--- src/rtl/sts1_ptr_pkg.sv ---
package sts1_ptr_pkg;
  // Kind tag attached by the upstream framer to every byte
  typedef enum logic [2:0] {
    BK_OTHER     = 3'd0,
    BK_PTR_HI    = 3'd1,
    BK_PTR_LO    = 3'd2,
    BK_STUFF_OPP = 3'd3,
    BK_PAYLOAD   = 3'd4
  } byte_kind_e;

  localparam int PTR_WORD_W = 16;
endpackage

--- src/rtl/sts1_ptr_vote.sv ---
module sts1_ptr_vote #(
  parameter int FLD_W = 10,
  parameter int MAJ   = 3
) (
  input  logic [FLD_W-1:0] rx_fld,
  input  logic [FLD_W-1:0] cur_fld,
  input  logic             armed,
  output logic             want_inc,
  output logic             want_dec
);
  localparam int NSET = FLD_W / 2;
  localparam int CW   = $clog2(NSET + 1);

  logic [FLD_W-1:0] flip;
  logic [NSET-1:0]  i_set;
  logic [NSET-1:0]  d_set;
  logic [CW-1:0]    i_cnt;
  logic [CW-1:0]    d_cnt;

  assign flip = rx_fld ^ cur_fld;

  // odd word bits are the increment set, even word bits the decrement set
  generate
    for (genvar g = 0; g < NSET; g++) begin : g_split
      assign i_set[g] = flip[2*g+1];
      assign d_set[g] = flip[2*g];
    end
  endgenerate

  always_comb begin
    i_cnt    = CW'($countones(i_set));
    d_cnt    = CW'($countones(d_set));
    want_inc = armed && (int'(i_cnt) >= MAJ) && (d_cnt == '0);
    want_dec = armed && (int'(d_cnt) >= MAJ) && (i_cnt == '0);
  end
endmodule

--- src/rtl/sts1_ptr_track.sv ---
module sts1_ptr_track #(
  parameter int OFS_LAST = 782,
  parameter int FLD_W    = 10,
  parameter int ACQ_N    = 3,
  parameter int GAP_N    = 3,
  parameter int MAJ      = 3
) (
  input  logic             clk,
  input  logic             rst_n,
  input  logic             hi_stb,
  input  logic             lo_stb,
  input  logic [7:0]       byte_in,
  output logic [FLD_W-1:0] ofs_q,
  output logic             locked_q,
  output logic             inc_pls_q,
  output logic             dec_pls_q
);
  import sts1_ptr_pkg::*;

  localparam int AW = $clog2(ACQ_N + 1);
  localparam int GW = $clog2(GAP_N + 1);
  localparam logic [FLD_W-1:0] TOP = FLD_W'(OFS_LAST);

  logic [7:0]            hi_q;
  logic [PTR_WORD_W-1:0] word;
  logic [FLD_W-1:0]      rx;
  logic [FLD_W-1:0]      cand_q;
  logic [AW-1:0]         run_q;
  logic [AW-1:0]         run_nxt;
  logic [GW-1:0]         calm_q;
  logic [GW-1:0]         calm_up;
  logic                  gap_ok;
  logic                  in_rng;
  logic [FLD_W-1:0]      ofs_up;
  logic [FLD_W-1:0]      ofs_dn;
  logic                  want_inc;
  logic                  want_dec;

  assign word = {hi_q, byte_in};
  assign rx   = word[FLD_W-1:0];

  sts1_ptr_vote #(.FLD_W(FLD_W), .MAJ(MAJ)) u_vote (
    .rx_fld  (rx),
    .cur_fld (ofs_q),
    .armed   (locked_q),
    .want_inc(want_inc),
    .want_dec(want_dec)
  );

  always_comb begin
    in_rng  = (rx <= TOP);
    ofs_up  = (ofs_q == TOP) ? '0 : ofs_q + 1'b1;
    ofs_dn  = (ofs_q == '0) ? TOP : ofs_q - 1'b1;
    gap_ok  = (calm_q == GW'(GAP_N));
    calm_up = gap_ok ? calm_q : calm_q + 1'b1;
    run_nxt = (run_q != '0 && rx == cand_q) ? run_q + 1'b1 : AW'(1);
  end

  always_ff @(posedge clk) begin
    if (!rst_n) begin
      hi_q      <= '0;
      ofs_q     <= '0;
      locked_q  <= 1'b0;
      inc_pls_q <= 1'b0;
      dec_pls_q <= 1'b0;
      cand_q    <= '0;
      run_q     <= '0;
      calm_q    <= '0;
    end else begin
      inc_pls_q <= 1'b0;
      dec_pls_q <= 1'b0;
      if (hi_stb) hi_q <= byte_in;
      if (lo_stb) begin
        if (want_inc || want_dec) begin
          run_q <= '0;
          if (gap_ok) begin
            ofs_q     <= want_inc ? ofs_up : ofs_dn;
            inc_pls_q <= want_inc;
            dec_pls_q <= want_dec;
            calm_q    <= '0;
          end else begin
            calm_q <= calm_up;
          end
        end else if (in_rng && (!locked_q || rx != ofs_q)) begin
          cand_q <= rx;
          if (run_nxt == AW'(ACQ_N)) begin
            ofs_q    <= rx;
            locked_q <= 1'b1;
            run_q    <= '0;
            calm_q   <= '0;
          end else begin
            run_q  <= run_nxt;
            calm_q <= calm_up;
          end
        end else begin
          run_q  <= '0;
          calm_q <= calm_up;
        end
      end
    end
  end

  // independent spacing monitor: frames since the last event pulse
  logic [GW-1:0] mon_q;
  always_ff @(posedge clk) begin
    if (!rst_n) mon_q <= '0;
    else if (inc_pls_q || dec_pls_q) mon_q <= '0;
    else if (lo_stb && mon_q != GW'(GAP_N)) mon_q <= mon_q + 1'b1;
  end

  AST_OFS_RANGE: assert property (@(posedge clk) disable iff (!rst_n)
    locked_q |-> ofs_q <= TOP);
  AST_LOCK_STICKY: assert property (@(posedge clk) disable iff (!rst_n)
    $past(locked_q) |-> locked_q);
  AST_INC_STEP: assert property (@(posedge clk) disable iff (!rst_n)
    inc_pls_q |-> ofs_q == (($past(ofs_q) == TOP) ? '0 : $past(ofs_q) + 1'b1));
  AST_DEC_STEP: assert property (@(posedge clk) disable iff (!rst_n)
    dec_pls_q |-> ofs_q == (($past(ofs_q) == '0) ? TOP : $past(ofs_q) - 1'b1));
  AST_EVENT_GAP: assert property (@(posedge clk) disable iff (!rst_n)
    (inc_pls_q || dec_pls_q) |-> int'($past(mon_q)) >= GAP_N);
endmodule

--- src/rtl/sts1_spe_gate.sv ---
module sts1_spe_gate #(
  parameter int OFS_LAST = 782,
  parameter int FLD_W    = 10
) (
  input  logic                     clk,
  input  logic                     rst_n,
  input  logic                     in_valid,
  input  logic [7:0]               in_data,
  input  sts1_ptr_pkg::byte_kind_e in_kind,
  input  logic [FLD_W-1:0]         ofs,
  input  logic                     locked,
  input  logic                     inc_pls,
  input  logic                     dec_pls,
  output logic                     out_valid,
  output logic [7:0]               out_data,
  output logic                     out_pay,
  output logic                     out_j1
);
  import sts1_ptr_pkg::*;

  localparam int PW = $clog2(OFS_LAST + 1);
  localparam logic [PW-1:0] POS_TOP = PW'(OFS_LAST);

  logic          pend_inc_q;
  logic          pend_dec_q;
  logic          stuff_q;
  logic          run_q;
  logic [PW-1:0] pos_q;
  logic          eff_inc;
  logic          eff_dec;
  logic          pay_c;
  logic          j1_c;
  logic          at_opp;
  logic          at_pay;

  assign eff_inc = pend_inc_q | inc_pls;
  assign eff_dec = pend_dec_q | dec_pls;
  assign at_opp  = in_valid && (in_kind == BK_STUFF_OPP);
  assign at_pay  = in_valid && (in_kind == BK_PAYLOAD) && run_q;

  always_comb begin
    pay_c = 1'b0;
    j1_c  = 1'b0;
    if (at_opp) begin
      pay_c = eff_dec;
    end else if (at_pay) begin
      pay_c = !stuff_q;
      j1_c  = locked && !stuff_q && (FLD_W'(pos_q) == ofs);
    end
  end

  always_ff @(posedge clk) begin
    if (!rst_n) begin
      out_valid  <= 1'b0;
      out_data   <= '0;
      out_pay    <= 1'b0;
      out_j1     <= 1'b0;
      pend_inc_q <= 1'b0;
      pend_dec_q <= 1'b0;
      stuff_q    <= 1'b0;
      run_q      <= 1'b0;
      pos_q      <= '0;
    end else begin
      out_valid <= in_valid;
      out_pay   <= pay_c;
      out_j1    <= j1_c;
      if (in_valid) out_data <= in_data;

      if (at_opp) begin
        pend_inc_q <= 1'b0;
        pend_dec_q <= 1'b0;
        run_q      <= 1'b1;
        pos_q      <= '0;
        stuff_q    <= eff_inc;
      end else begin
        if (inc_pls) pend_inc_q <= 1'b1;
        if (dec_pls) pend_dec_q <= 1'b1;
        if (at_pay) begin
          stuff_q <= 1'b0;
          if (pos_q == POS_TOP) run_q <= 1'b0;
          else pos_q <= pos_q + 1'b1;
        end
      end
    end
  end

  AST_J1_IN_PAY: assert property (@(posedge clk) disable iff (!rst_n)
    out_j1 |-> out_pay);
  AST_PAY_QUAL: assert property (@(posedge clk) disable iff (!rst_n)
    out_pay |-> out_valid);
endmodule

--- src/rtl/sts1_ptr_interp.sv ---
module sts1_ptr_interp #(
  parameter int OFS_LAST = 782,
  parameter int FLD_W    = 10,
  parameter int ACQ_N    = 3,
  parameter int GAP_N    = 3,
  parameter int MAJ      = 3
) (
  input  logic             clk,
  input  logic             rst_n,
  input  logic             in_valid,
  input  logic [7:0]       in_data,
  input  logic [2:0]       in_kind,
  output logic             out_valid,
  output logic [7:0]       out_data,
  output logic             out_pay,
  output logic             out_j1,
  output logic [FLD_W-1:0] ptr_offset,
  output logic             ptr_locked,
  output logic             inc_evt,
  output logic             dec_evt
);
  import sts1_ptr_pkg::*;

  byte_kind_e kind_c;
  logic       hi_stb;
  logic       lo_stb;

  // codes 5..7 fall outside the enum and act as overhead
  assign kind_c = byte_kind_e'(in_kind);
  assign hi_stb = in_valid && (kind_c == BK_PTR_HI);
  assign lo_stb = in_valid && (kind_c == BK_PTR_LO);

  sts1_ptr_track #(
    .OFS_LAST(OFS_LAST), .FLD_W(FLD_W), .ACQ_N(ACQ_N), .GAP_N(GAP_N), .MAJ(MAJ)
  ) u_track (
    .clk      (clk),
    .rst_n    (rst_n),
    .hi_stb   (hi_stb),
    .lo_stb   (lo_stb),
    .byte_in  (in_data),
    .ofs_q    (ptr_offset),
    .locked_q (ptr_locked),
    .inc_pls_q(inc_evt),
    .dec_pls_q(dec_evt)
  );

  sts1_spe_gate #(.OFS_LAST(OFS_LAST), .FLD_W(FLD_W)) u_gate (
    .clk      (clk),
    .rst_n    (rst_n),
    .in_valid (in_valid),
    .in_data  (in_data),
    .in_kind  (kind_c),
    .ofs      (ptr_offset),
    .locked   (ptr_locked),
    .inc_pls  (inc_evt),
    .dec_pls  (dec_evt),
    .out_valid(out_valid),
    .out_data (out_data),
    .out_pay  (out_pay),
    .out_j1   (out_j1)
  );
endmodule

--- config.mk ---
export PLATFORM = sky130hd
export DESIGN_NAME = sts1_ptr_interp
export DESIGN_NICKNAME = d
export VERILOG_FILES = /design/src/rtl/sts1_ptr_pkg.sv /design/src/rtl/sts1_ptr_vote.sv /design/src/rtl/sts1_ptr_track.sv /design/src/rtl/sts1_spe_gate.sv /design/src/rtl/sts1_ptr_interp.sv
export SDC_FILE = /design/constraint.sdc
export NUM_CORES = 1
export LEC_CHECK = 0
export ABC_CLOCK_PERIOD_IN_PS = 6450
export BUFFER_PORTS_ARGS = -buffer_cell sky130_fd_sc_hd__buf_4
export CAP_MARGIN = 0
export CELL_PAD_IN_SITES_DETAIL_PLACEMENT = 0
export CELL_PAD_IN_SITES_GLOBAL_PLACEMENT = 1
export CORE_MARGIN = 1.5
export CORE_UTILIZATION = 48
export CTS_CLUSTER_DIAMETER = 200
export CTS_CLUSTER_SIZE = 25
export DETAILED_ROUTE_END_ITERATION = 6
export PLACE_DENSITY_LB_ADDON = 0.1
export REMOVE_ABC_BUFFERS = 1
export SLEW_MARGIN = 15
export SYNTH_ARGS = -nofsm -noshare
export SYNTH_HDL_FRONTEND = slang
export SYNTH_SLANG_ARGS = --single-unit
--- constraint.sdc ---
create_clock -name clk -period 6.45 [get_ports clk]
set_input_delay 0.645 -clock clk [delete_from_list [all_inputs] [get_ports clk]]
set_output_delay 0.645 -clock clk [all_outputs]
set_load 0.01 [all_outputs]
=== After elaboration in Yosys (flattened, before gate mapping) ===
Index checks and enable logic that the tools add are counted.

* Input port bits: 14
* Flip-flop bits (word level): 54
* Logic and storage cells: 108
* Output and inout port bits: 24

* Muxes and demuxes: 23
* Equality and inequality tests: 12
* Bitwise logic cells: 7
* Order comparisons: 3
* Reduce and logical (&&, ||, !) cells: 33
* $add $sub $neg: 13

{| class="wikitable"
|+ Operators with widths
! kind !! count
|-
| 10-bit 2-to-1 mux || 7
|-
| 10-bit by 1-bit adder with 10-bit output, second input constant || 2
|-
| 10-bit == test || 2
|-
| 10-bit == test, second input constant || 2
|-
| 2-bit 2-to-1 mux || 9
|-
| 1-bit logical AND || 13
|-
| 4-bit AND reduction || 3
|-
| 10-bit <= comparator, second input constant || 1
|-
| 10-bit zero test || 1
|-
| 10-bit inequality test || 1
|-
| 2-bit nonzero test || 5
|-
| 10-bit by 1-bit subtractor with 10-bit output, second input constant || 1
|-
| 10-bit bitwise XOR || 1
|-
| 1-bit by 1-bit adder with 2-bit output || 4
|-
| 1-bit 2-to-1 mux || 7
|-
| 2-bit by 2-bit adder with 3-bit output || 2
|-
| 3-bit by 1-bit adder with 3-bit output || 2
|-
| 3-bit by 2-bit == test with 1-bit output, second input constant || 2
|-
| 3-bit by 2-bit >= comparator with 1-bit output, second input constant || 2
|-
| 3-bit zero test || 2
|-
| 2-bit by 1-bit adder with 2-bit output, second input constant || 2
|-
| 2-bit == test, second input constant || 2
|-
| 1-bit NOT || 4
|-
| 2-bit AND reduction || 2
|-
| other kinds (9) || 12
|}

=== Logic depth before layout (Yosys ltp) ===
* Depth in word-level cells: 10
* Depth in mapped cells: 15
* Mapped depth without buffers: 13

=== Modules after synthesis ===
From an unflattened synthesis, not the netlist that was laid out.

* Cell total of the unflattened synthesis: 414
* Area total of the unflattened synthesis: 3656.0 sq um

{| class="wikitable"
|+ By module, submodules not included
! module !! area each (sq um) !! sequential area each (sq um) !! instances !! cells an instance
|-
| sts1_ptr_track || 2199.6 || 580.6 || 1 || 257
|-
| sts1_spe_gate || 1181.1 || 500.5 || 1 || 129
|-
| sts1_ptr_vote || 250.2 || 0.0 || 1 || 26
|-
| sts1_ptr_interp || 25.0 || 0.0 || 1 || 2
|}

=== Worst setup path before layout ===
OpenSTA, ideal clock, no wires.

* Path kind: in2reg
* Start: in in_data[2]
* End: reg u_track.ofs_q[0]
* Path buffers: 1
* Arrival: 3691 ps
* Cell stages on the path: 12
* Path slack: 2629 ps
* Cells stage by stage: buf_2 xnor2_1 fa_1 fa_1 inv_1 ha_1 nor2b_1 o2111ai_2 nand2_1 o41a_1 a2111oi_0 nor3_1

* Word-level cells in the longest chain between the ends: 10
* Elaborated cells between the ends (all ways): 25
* Those cells by class: add/sub (3); order compare (2); eq/ne (4); mux (4); bitwise (1); reduce/logical (11)

{| class="wikitable"
|+ RTL lines
! what !! RTL line !! RTL
|-
| start: declaration || sts1_ptr_interp.sv:11 || <nowiki>input logic [7:0] in_data,</nowiki>
|-
| 10-bit bitwise XOR || sts1_ptr_vote.sv:20 || <nowiki>assign flip = rx_fld ^ cur_fld;</nowiki>
|-
| 1-bit by 1-bit adder with 2-bit output (not written as such) || sts1_ptr_vote.sv:32 || <nowiki>d_cnt = CW'($countones(d_set));</nowiki>
|-
| 2-bit by 2-bit adder with 3-bit output (not written as such) || sts1_ptr_vote.sv:32 ||
|-
| 3-bit by 1-bit adder with 3-bit output (not written as such) || sts1_ptr_vote.sv:32 ||
|-
| 3-bit by 2-bit >= comparator with 1-bit output || sts1_ptr_vote.sv:34 || <nowiki>want_dec = armed && (int'(d_cnt) >= MAJ) && (i_cnt == '0);</nowiki>
|-
| 1-bit logical AND (2 in a row) || sts1_ptr_vote.sv:34 ||
|-
| 1-bit logical OR || sts1_ptr_track.sv:74 || <nowiki>if (want_inc || want_dec) begin</nowiki>
|-
| 2-bit by 1-bit inequality test with 1-bit output (no line) / 2-bit nonzero test (equally long branches) || -- ||
|-
| 4-bit AND reduction (no line) || -- ||
|-
| end signal: assignment || sts1_ptr_track.sv:77 || <nowiki>ofs_q <= want_inc ? ofs_up : ofs_dn;</nowiki>
|-
| end signal: assignment || sts1_ptr_track.sv:87 || <nowiki>ofs_q <= rx;</nowiki>
|-
| end: declaration || sts1_ptr_track.sv:13 || <nowiki>output logic [FLD_W-1:0] ofs_q,</nowiki>
|}

Parallel ways exist; a longest one is shown, timed or not. The select of a mux whose other input is x is not followed.
A chain may end at the register's enable or synchronous reset.

=== Worst setup path after layout ===
* Start: reg u_track.ofs_q[1]
* End: reg u_track.run_q[0]

* Word-level cells in the longest chain between the ends: 9
* Elaborated cells between the ends (all ways): 15
* Those cells by class: add/sub (3); order compare (1); eq/ne (1); mux (2); bitwise (1); reduce/logical (7)

{| class="wikitable"
|+ RTL lines
! what !! RTL line !! RTL
|-
| 10-bit bitwise XOR || sts1_ptr_vote.sv:20 ||
|-
| 1-bit by 1-bit adder with 2-bit output (not written as such) || sts1_ptr_vote.sv:31 || <nowiki>i_cnt = CW'($countones(i_set));</nowiki>
|-
| 2-bit by 2-bit adder with 3-bit output (not written as such) || sts1_ptr_vote.sv:31 ||
|-
| 3-bit by 1-bit adder with 3-bit output (not written as such) || sts1_ptr_vote.sv:31 ||
|-
| 3-bit by 2-bit >= comparator with 1-bit output || sts1_ptr_vote.sv:33 || <nowiki>want_inc = armed && (int'(i_cnt) >= MAJ) && (d_cnt == '0);</nowiki>
|-
| 1-bit logical AND (2 in a row) || sts1_ptr_vote.sv:33 ||
|-
| 1-bit logical OR || sts1_ptr_track.sv:74 ||
|-
| 2-bit 2-to-1 mux (*) || sts1_ptr_track.sv:74 ||
|-
| end signal: assignment || sts1_ptr_track.sv:92 || <nowiki>run_q <= run_nxt;</nowiki>
|-
| end: declaration || sts1_ptr_track.sv:28 || <nowiki>logic [AW-1:0] run_q;</nowiki>
|}

Every way passes the cells marked *; elsewhere a longest branch is shown, timed or not.

==> results.md <==
- Largest net degree at the start of global routing: 27
- Share of flip-flops with an asynchronous set or reset: 0
- Avg Cell Area, Syn: 8.49 sq um
- HP Class: flop to flop
- Switching pwr: 0.000161 W
- CTS tree: built
- CP most frequent cell: inv_1
- Reg2reg end: u_track.run_q[0]$_SDFFE_PN0P_
- Vias in the first global route: 2870
- Antenna cell count: 0
- Die height: 87.8 microns
- Post-cts sizing count: 0
- Largest area contributor in the netlist: dfxtp_1
- MaxCap Viol Count: 0
- Fin nets: 450
- Max Slew Vio Count: 0
- CP cell instances: xnor2_1 > inv_1 > fa_1 > inv_1 > fa_1 > inv_1 > ha_1 > nand2b_1 > a21o_1 > nand2_1 > nor3_2 > o21ai_0 > a21oi_1
- Sequential share of power: 0.553
- Sequential share of the synthesized area: 0.313
- Grt met1 use: 0.338
- Die area: 7710 sq um
- Finished Core Util: 0.552
- Post-CTS Setup Repair Bufs: 0
- First-pass GRT wire length: 14600 microns
- Fin area: 3790 sq um
- FF-to-FF setup slack: 1710 ps
- Final WL: 8860 microns
- I/O Buffers: 37
- Clock transition at path regs: 100 ps
- Delay-heaviest family, CP: simple AND/OR/NAND/NOR gates
- Flops & latches, synth: 54
- Critical path endpoint category: flop
- Most common cell after layout, fill and taps aside: nor2_1
- Final hold vios: 0
- Yosys top cell area share: 0.313
- Initial antenna violation count: 0
- Leak: 1.43 nW
- Ys Warns: 0
- Relative slew slack: 0.254
- Routed via count: 3048
- EDFF count, synth: 0
- Drt pass-1 iters: 5
- Final total power: 0.000619 W
- # IOs: 38
- Mapped Area: 3450 sq um
- Htree depth: 2
- WP data required: 6690 ps
- Core ar.: 6870 sq um
- RePlAce Congestion: 0.881
- Worst hold endpoint: u_gate.pend_inc_q$_SDFFE_PP0P_
- Unrepaired setup endpoints after global routing: no
- Starting DRT DRC Count: 322
- Post-DP Area: 3700 sq um
- Buf+Inv Stages, Crit Path: 3
- Ratio of cells with drive above 1 in the final layout: 0.142
- CTS root buffer: clkbuf_8
- Die Wd: 87.8 microns
- Vias/cell: 5.88
- Synth area leaders: dfxtp_1 31%, nor2_1 6.2%, xnor2_1 5.3%, mux2i_1 5.2%, xor2_1 4.6%
- Reg area: 1080 sq um
- Longest Clk Path Bufs: 2
- Status: finished, final reports clean
- Clock sinks: 54
- P_int: 0.000458 W
- Hold Buf Count CTS: 0
- Post-Synthesis Cells: 407
- Clock share of power: 0.330
- Grt peak-use layer: met2
- Standard-cell rows: 30
- Most frequent cells in the layout: 57 x nor2_1, 54 x dfxtp_1, 38 x buf_4
- Worst Clk Skew: 9.97 ps
- GRT Total Usage: 0.242
- Peak VDD IR: 0.000130 V
- CP max FO: 15
- Slowest CP cell: nor3_2
- Worst EP arrival: 4990 ps
- Crit share post-route: 0.735
- Drc violations: 0
- WL/cell: 17.1 microns
- Most common flop cell mapped by yosys: dfxtp_1
- Worst reg-to-reg path cell count: 13
- Power per cell area: 163 nW/um^2
- Worst-skew pair later-pin latency: 310 ps
- Grt ovf: 0
- Worst Path Class, Setup: flop to flop
- Hold Path Stages: 2
- Met2 Use GR: 0.395
- Post-synth cell types: 66
- Worst slew pin tran: 1110 ps
- DRT antenna net count: 0
- Setup_tns: 0 ps
- CTS Buf Count: 5
- Crit path launch type: flop
- Hpwl dp: 6360 microns
- Grt met3 use: 0.0386
- Fmax: 0.211 GHz
- Multi-input logic area: 2140 sq um
- Min cycle time layout: 4740 ps
- Worst Hold Launch: u_gate.pend_inc_q$_SDFFE_PP0P_
- Slowest cell delay on critical path: 1020 ps
- Initial Utilization: 0.503
- FF-to-FF Start: u_track.ofs_q[1]$_SDFFE_PN0P_
- Endpoints failing setup: 0
- Layout fillers: 656
- Hold slack: 472 ps
- Area added between synthesis and finish: 9.85%
- Sw frac: 0.260
- Gate power share: 0.117
## worst max path at each step
stage,depth (start not counted),start,to
floorplan,13,in_data[1],u_track.cand_q[0]$_SDFFE_PN0P_
global placement,14,in_data[1],u_track.cand_q[0]$_SDFFE_PN0P_
detailed placement,14,in_data[1],u_track.run_q[0]$_SDFFE_PN0P_
CTS,13,u_track.ofs_q[1]$_SDFFE_PN0P_,u_track.run_q[0]$_SDFFE_PN0P_
global route,13,u_track.ofs_q[1]$_SDFFE_PN0P_,u_track.run_q[0]$_SDFFE_PN0P_
finish,13,u_track.ofs_q[1]$_SDFFE_PN0P_,u_track.run_q[0]$_SDFFE_PN0P_
## cells by family after synthesis
kind of cell               share of synthesized area
AOI/OAI and AO/OA                              0.179
xor gates and xnor gates                       0.104
adders and majority gates                     0.0630
buffers and inverters                         0.0670
and+or+nand+nor                                0.223
DFF                                            0.313
muxes                                         0.0522
## power by group through the flow
stage / sequential, W / combinational, W / clock (W)
global route: 0.000343 / 0.0000803 / 0.000220
global placement: 0.000350 / 0.0000709 / 0
detailed placement: 0.000350 / 0.0000725 / 0
finish: 0.000343 / 0.0000724 / 0.000204
CTS: 0.000343 / 0.0000728 / 0.000208
floorplan: 0.000351 / 0.0000415 / 0
## flip-flops by register name, indices dropped and copies added, names as in the netlist, 2 cells and up
name             count
u_gate.pos_q        10
u_track.cand_q      10
u_track.ofs_q       10
u_gate.out_data      8
u_track.calm_q       2
u_track.hi_q         2
u_track.run_q        2
## worst min-delay path: cells and delay by family, from the launching register on
kind | cells | cell delay, ps
DFF | 1 | 320
and+or+nand+nor | 2 | 120
## metal layers
layer | up-vias | routed length, microns
li1 | 1478 | -
met1 | 1489 | 4350
met2 | 72 | 4100
met3 | 9 | 342
met4 | 0 | 60
met5 | - | 0
## layout make-up
class | instances | share of cell area
Inverter | 19 | 0.0188
Clock buffer | 7 | 0.0227
Timing Repair Buffer | 38 | 0.0752
Multi-Input combinational cell | 303 | 0.564
Sequential cell | 54 | 0.285
Clock inverter | 1 | 0.00231
Tap cell | 96 | 0.0317
## stage by stage
stage               instances  setup WS (ps)
global placement          510           1780
CTS                       518           1770
global route              518           1410
floorplan                 376           2430
finish                    518           1710
detailed placement        510           1640
## synth_stat cells, types with 5 or more instances
cell and instances:
inv_1 18, xnor2_1 21, a211oi_1 6, xor2_1 18, clkbuf_1 15, o2111ai_1 5, mux2i_1 18, and3_1 6
nor2_1 57, o21ai_0 10, nand2_1 24, ha_1 11, dfxtp_1 54, a21oi_1 19, nor3_1 9, nor4_1 5
buf_2 11, nand4_1 14, nand3_1 11
(Power assumes the default switching activity.)
